$ cat config.mk
export PLATFORM = sky130hd
export DESIGN_NAME = sburst_sram
export DESIGN_NICKNAME = d
export VERILOG_FILES = /design/src/rtl/sburst_sram.sv
export SDC_FILE = /design/constraint.sdc
export NUM_CORES = 2
export LEC_CHECK = 0
export ABC_AREA = 1
export BUFFER_PORTS_ARGS = -buffer_cell sky130_fd_sc_hd__buf_4
export CORE_ASPECT_RATIO = 2
export CORE_MARGIN = 10
export CORE_UTILIZATION = 50
export DETAILED_ROUTE_END_ITERATION = 7
export PLACE_DENSITY = 0.65
export SLEW_MARGIN = 10
export SYNTH_ARGS = -nofsm -noshare
export SYNTH_HDL_FRONTEND = slang
export SYNTH_SLANG_ARGS = --single-unit
$ cat constraint.sdc
create_clock -name clk -period 3 [get_ports clk]
set_input_delay 0.45 -clock clk [delete_from_list [all_inputs] [get_ports clk]]
set_output_delay 0.45 -clock clk [all_outputs]
set_load 0.01 [all_outputs]
$ cat src/rtl/sburst_sram.sv
module sburst_sram #(
  parameter int AW = 6,
  parameter int DW = 32,
  parameter int NB = 4
) (
  input  logic          clk,
  input  logic          rst_n,
  input  logic          ce1_n,
  input  logic          ce2,
  input  logic          ce3_n,
  input  logic          adsp_n,
  input  logic          adsc_n,
  input  logic          adv_n,
  input  logic          gw_n,
  input  logic          bwe_n,
  input  logic [NB-1:0] bw_n,
  input  logic          oe_n,
  input  logic [AW-1:0] addr,
  input  logic [DW-1:0] wdata,
  output logic [DW-1:0] rdata,
  output logic          rdata_oe
);
  localparam int LW    = DW / NB;
  localparam int DEPTH = 1 << AW;

  logic [DW-1:0] mem [DEPTH];
  logic [AW-3:0] hi;
  logic [1:0]    bc;
  logic          active, rvalid, desel, mask;
  logic [NB-1:0] lanes;

  wire sel    = !ce1_n && ce2 && !ce3_n;
  wire pstb   = !adsp_n && !ce1_n;
  wire strobe = pstb || !adsc_n;
  wire cont   = !strobe && active;
  wire go     = (strobe && sel) || cont;

  wire [1:0]    nxt = strobe ? addr[1:0] : (adv_n ? bc : bc + 2'd1);
  wire [AW-1:0] eff = strobe ? addr : {hi, nxt};

  always_comb lanes = !gw_n ? '1 : (!bwe_n ? ~bw_n : '0);

  wire wr = go && !pstb && (|lanes);
  wire rd = go && !wr;

  always_ff @(posedge clk) begin
    if (wr)
      for (int i = 0; i < NB; i++)
        if (lanes[i]) mem[eff][i*LW +: LW] <= wdata[i*LW +: LW];
  end

  always_ff @(posedge clk) begin
    if (!rst_n) begin
      hi     <= '0;
      bc     <= '0;
      active <= 1'b0;
      rvalid <= 1'b0;
      desel  <= 1'b1;
      mask   <= 1'b0;
      rdata  <= '0;
    end else begin
      mask <= 1'b0;
      if (strobe && !sel) begin
        active <= 1'b0;
        rvalid <= 1'b0;
        desel  <= 1'b1;
      end else if (go) begin
        if (strobe) begin
          hi     <= addr[AW-1:2];
          active <= 1'b1;
          desel  <= 1'b0;
        end
        bc     <= nxt;
        rvalid <= rd;
        mask   <= rd && strobe && desel;
        if (rd) rdata <= mem[eff];
      end
    end
  end

  assign rdata_oe = rvalid && !oe_n && !mask;

  a_r2_desel_quiet: assert property (@(posedge clk) disable iff (!rst_n)
    (strobe && !sel) |=> !rdata_oe);

  a_r3_adsp_wins: assert property (@(posedge clk) disable iff (!rst_n)
    (!adsp_n && !adsc_n && !ce1_n && sel) |=> rvalid);

  a_r5_burst_step: assert property (@(posedge clk) disable iff (!rst_n)
    (cont && !adv_n) |=> bc == $past(bc) + 2'd1);

  a_r5_upper_fixed: assert property (@(posedge clk) disable iff (!rst_n)
    cont |=> $stable(hi));

  a_r6_hold: assert property (@(posedge clk) disable iff (!rst_n)
    (cont && adv_n) |=> $stable(bc));

  a_r11_first_read_masked: assert property (@(posedge clk) disable iff (!rst_n)
    (desel && strobe && sel && rd) |=> !rdata_oe);

  a_r12_write_clears: assert property (@(posedge clk) disable iff (!rst_n)
    wr |=> !rdata_oe);
endmodule

Word-level counts from Yosys, hierarchy flattened

Memory sizes are Yosys's and may differ from the RTL's. A register that Yosys moved wholly into a read port is not among the register bits.
Cells that the tools add are included.

Register bits: 10
RAM bits: 2048
Input bits: 53
Logic and storage cells: 62
Memories kept: 1

Memory list:

| memory | words | width | read ports | clocked after Yosys merged registers in | write ports | line | source |
|---|---|---|---|---|---|---|---|
| mem    | 64    | 32    | 1          | 1                                       | 1           | 26   | `logic [DW-1:0] mem [DEPTH];` |

$add $sub $neg: 1
Mux-type cells: 17
Bitwise operators: 4
Reductions and logical operators: 33

Operator list:

| operator                                                       | count |
|---|---|
| 1-bit logical AND                                              | 13 |
| 1-bit 2-to-1 mux                                               | 12 |
| 1-bit logical NOT                                              | 11 |
| 4-bit 2-to-1 mux                                               | 2 |
| 6-bit 2-to-1 mux                                               | 1 |
| 3-bit AND reduction                                            | 2 |
| 2-bit 2-to-1 mux                                               | 2 |
| 4-bit inverter                                                 | 1 |
| 2-bit AND reduction                                            | 2 |
| 4-bit OR reduction                                             | 1 |
| 1-bit inverter                                                 | 3 |
| 3-bit OR reduction                                             | 1 |
| 2-bit by 1-bit adder with 2-bit output (second input constant) | 1 |
| 1-bit logical OR                                               | 2 |
| 2-bit OR reduction                                             | 1 |

Longest topological paths before layout

Depth after elaboration: 12
Gate-level depth with buffers: 18
Mapped depth without buffers: 16

Worst setup path after synthesis

No wires, ideal clock.

Kind: input -> register
Start: input port ce1_n
End: memory mem[1][24] (enable)
Library setup time: 0.370 ns
Arrival time: 2.168 ns
Path slack: 0.461 ns
Cell stages on the path: 10
Cell sequence: o21ai_2 buf_6 o21ai_1 nor2_1 buf_2 buf_4 inv_1 nor2_4 nand2_1 nor2_1

Word-level cells in the longest chain between the ends: 10

Ends and longest elaborated chain:

| what                                   | line   | source |
|---|---|---|
| start, declared                        | 8      | `input logic ce1_n,` |
| 1-bit logical NOT *                    | 32, 33 |  |
| 1-bit logical AND                      | 33     | `wire pstb = !adsp_n && !ce1_n;` |
| 1-bit logical OR                       | 34     | `wire strobe = pstb \|\| !adsc_n;` |
| 1-bit logical NOT                      | 35     | `wire cont = !strobe && active;` |
| 1-bit logical AND                      | 35     |  |
| 1-bit logical OR                       | 36     | `wire go = (strobe && sel) \|\| cont;` |
| 1-bit logical AND (2 in series)        | 43     | `wire wr = go && !pstb && (\|lanes);` |
| 1-bit 2-to-1 mux                       | 47     | `if (wr)` |
| 1-bit 2-to-1 mux (not written as such) | 49     | `if (lanes[i]) mem[eff][i*LW +: LW] <= wdata[i*LW +: LW];` |
| end, declared                          | 26     |  |

Mark *: on every way between the ends. The rest lies on a longest branch, timed or not.

Worst setup path after layout

Start: register bc[0]
End: memory mem[19][11] (enable)

Word-level cells in the longest chain between the ends: 4

Ends and longest elaborated chain:

| what                                   | line | source |
|---|---|---|
| start, declared                        | 28   | `logic [1:0] bc;` |
| start signal, assigned                 | 73   | `bc <= nxt;` |
| 2-bit by 1-bit adder with 2-bit output | 38   | `wire [1:0] nxt = strobe ? addr[1:0] : (adv_n ? bc : bc + 2'd1);` |
| 2-bit 2-to-1 mux * (2 in series)       | 38   |  |
| 6-bit 2-to-1 mux *                     | 39   | `wire [AW-1:0] eff = strobe ? addr : {hi, nxt};` |

Marked as above.

==> results.md <==
* Status: completed
* Relative slew slack at 0.389
* CP cell instances: nand2_1, buf_4, nand2_1, nand2_1, nand2_1, nand2_1, nor2_4, buf_12, inv_1, nor2_4, buf_4, nand2_1, buf_12, nor2_1, buf_4
* Vias in the first global route at 60000
* CP Launch Type: register
* DR DRC count at 0
* Net Sw Power at 0.0147 W
* Synthesis-stage register bit count at 2090
* CP Max Fanout at 19
* Placed cell count at 10900
* Non-Filler Instances at 11200
* Post-Synthesis Cells at 8263
* Slowest cell on crit path: dfxtp_1
* Area Overhead vs Synth at 15.7%
* Post-synthesis sequential area ratio at 0.715
* Gr ovfl total at 0
* Hold slack at 0.198 ns
* Die Y-Extent at 611 um
* Fin Setup TNS at 0 ns
* Routed wire length at 271000 um
* Req. time, crit path at 3.54 ns
* Vias at 61700
* Seq pwr share at 0.523
* Chip width at 315 um
* Most common cell on crit path: nand2_1
* Mux cell area share after synthesis at 0
* Simple-Gate Fraction of Synth Area at 0.245
* CTS clock-pin slew for the worst setup and hold paths at 0.07 ns
* WP data arrival at 3.43 ns
* Switching share of total power at 0.240
* Top cells by area, synth: edfxtp_1, nand2_1, nand3_1
* HPWL after detailed placement at 178000 um
* Worst Tran Pin Value at 0.917 ns
* Drt wl/cell at 24.2 um
* Final worst-path cycle share at 0.963
* Post-synthesis net count at 8316
* Overall Power at 0.0613 W
* Main combinational cell family by area after synthesis: simple AND/OR/NAND/NOR gates
* Xor/xnor cell area share of the yosys netlist at 0
* Core Region at 173000 um^2
* Starting density of the core at 0.503
* Nets at 8801
* RSZ-0062 raised after global routing: no
* Clock power frac at 0.377
* Syn avg cell area at 10.6 um^2
* First-pass GRT wire length at 392000 um
* Post-Syn Area at 87200 um^2
* Initial antenna violation count at 19
* Met2 Use GR at 0.464
* Share of cells above drive strength 1 at 0.120
* Pwr/cell area at 608 nW/um^2
* Gate power share at 0.100
* Top cell type's share of synthesized area at 0.705
* Crit path max-delay family: simple AND/OR/NAND/NOR gates
* Total track usage at 0.277
* WS Path Type: reg2reg
* Dominant cell type by area after synthesis: edfxtp_1
* Die Outline Area at 192000 um^2
* Clock sink count at 2090
* Final Core Density at 0.582
* Post-synthesis cell type count at 32
* EDFF count, synth at 2048
* # fillers at 14100
* Most instantiated library cell after synthesis: nand2_1
* Critical path buffers and inverters at 6
* Maximum resistive drop on vdd at 0.386 mV
* Ys async rst share at 0
* Busiest metal layer after global routing: met2
* F_max at 346 MHz
* Synth warn at 0
* Antenna-violating nets left at 0
* I/O pin count at 86
* Slew Viols, Final at 0
* # rows at 216
* Clock Latency Late Sink at 0.84 ns
* Setup slack, reg-to-reg at 0.11 ns
* Final Setup Violations at 0
* Clock buffer depth at 4
* Synth Area in Adders at 0
* Gpl congestion at 0.956
* Root Driver: clkbuf_16
* CP peak stage delay at 0.36 ns
* Port bufs at 85
* Total CTS buffers at 178
* Largest net degree at the start of global routing at 111
* Crit. End Element: register
* CTS H-tree depth at 4
* Pleak at 40.9 nW
* Compound-Gate Fraction of Synth Area at 0.0131
* Drt via density at 5.52
* 1st-pass router iterations at 6
* Top cells by count, synth: nand2_1, edfxtp_1, nand3_1
* Internal power at 0.0466 W
* Final Skew at 0.0385 ns
* Worst Hold Class: in2reg
* Met1 Use GR at 0.315
* CTS tree: built
* Met3 usage at 0.0422
* Fin. Hold Viols at 0
* Max Cap Viol at 0
* Ys flop type: edfxtp_1
* Postcts setup bufs at 0
* Initial DRC count at 6802
* Final Critical Period at 2.89 ns
==> what timing repair did <==
action | 4_1_cts | 5_1_grt
hold endpoints to repair | 7 | 0
endpoints found under the setup margin | 0 | 16
gates resized for setup | 0 | 5
hold buffers | 5 | 0
==> per-layer routing <==
metal	part of all wire	wire, um
met4	0.087	23500
met3	0.076	20500
met5	0.000089	24
met2	0.50	134000
met1	0.34	92500
==> kinds of logic after synthesis <==
kind of cell           Yosys count
and+or+nand+nor               5419
DFF                           2090
buffers and inverters          533
AOI/OAI and AO/OA              221
==> placed cells by master, fill, tap and decap left out, types with 5 or more instances in the layout <==
cell type	instances
buf_12	98
edfxtp_1	2048
a21oi_1	10
nand3_1	670
clkinv_1	27
nand2_1	4176
clkinv_2	28
clkinvlp_4	8
clkbuf_8	9
nor2_1	535
o21ai_1	128
inv_2	8
inv_1	50
clkbuf_16	182
clkbuf_1	33
buf_4	673
dlygate4sd3_1	5
o21ai_0	74
nor2_4	13
diode_2	14
nor3_4	5
bufinv_16	18
dfxtp_1	42
==> final timing paths <==
kind / startpoint / end / depth (start not counted)
max: bc[0] / mem[19][11] / 15
min: wdata[13] / mem[15][13] / 1
max reg2reg: bc[0] / mem[19][11] / 15
min reg2reg: desel / desel / 2
==> state kept, by name (all words and copies together) (netlist names) <==
signal,cells
rdata,32
hi,4
mask,1
active,1
desel,1
mem,2048
rvalid,1
bc,2
==> layout make-up <==
type | count | area (um^2) | area share
timing repair buffer | 778 | 7120 | 0.0705
tap | 2289 | 2860 | 0.0284
clock inverter | 86 | 893 | 0.00886
multi-input combinational | 5640 | 22600 | 0.224
sequential | 2090 | 62300 | 0.618
clock buffer | 223 | 4780 | 0.0474
antenna | 14 | 35.0 | 0.000347
inverter | 60 | 233 | 0.00231
==> power by group through the flow <==
stage               clock network, W  registers [W]  logic, W
floorplan                          0         0.0327   0.00321
global placement                   0         0.0327   0.00599
detailed placement                 0         0.0327   0.00604
CTS                           0.0233         0.0321   0.00607
global route                  0.0244         0.0321   0.00664
finish                        0.0231         0.0321   0.00613
==> metrics by stage <==
step	worst slack (ns)	instance area, um^2
6_report	0.111	101000
3_5_place_dp	-0.445	95100
4_1_cts	0.0593	101000
5_1_grt	0.0184	101000
2_1_floorplan	0.461	87200
3_3_place_gp	-0.419	95100
No activity file was read; power rests on OpenSTA's default activity.
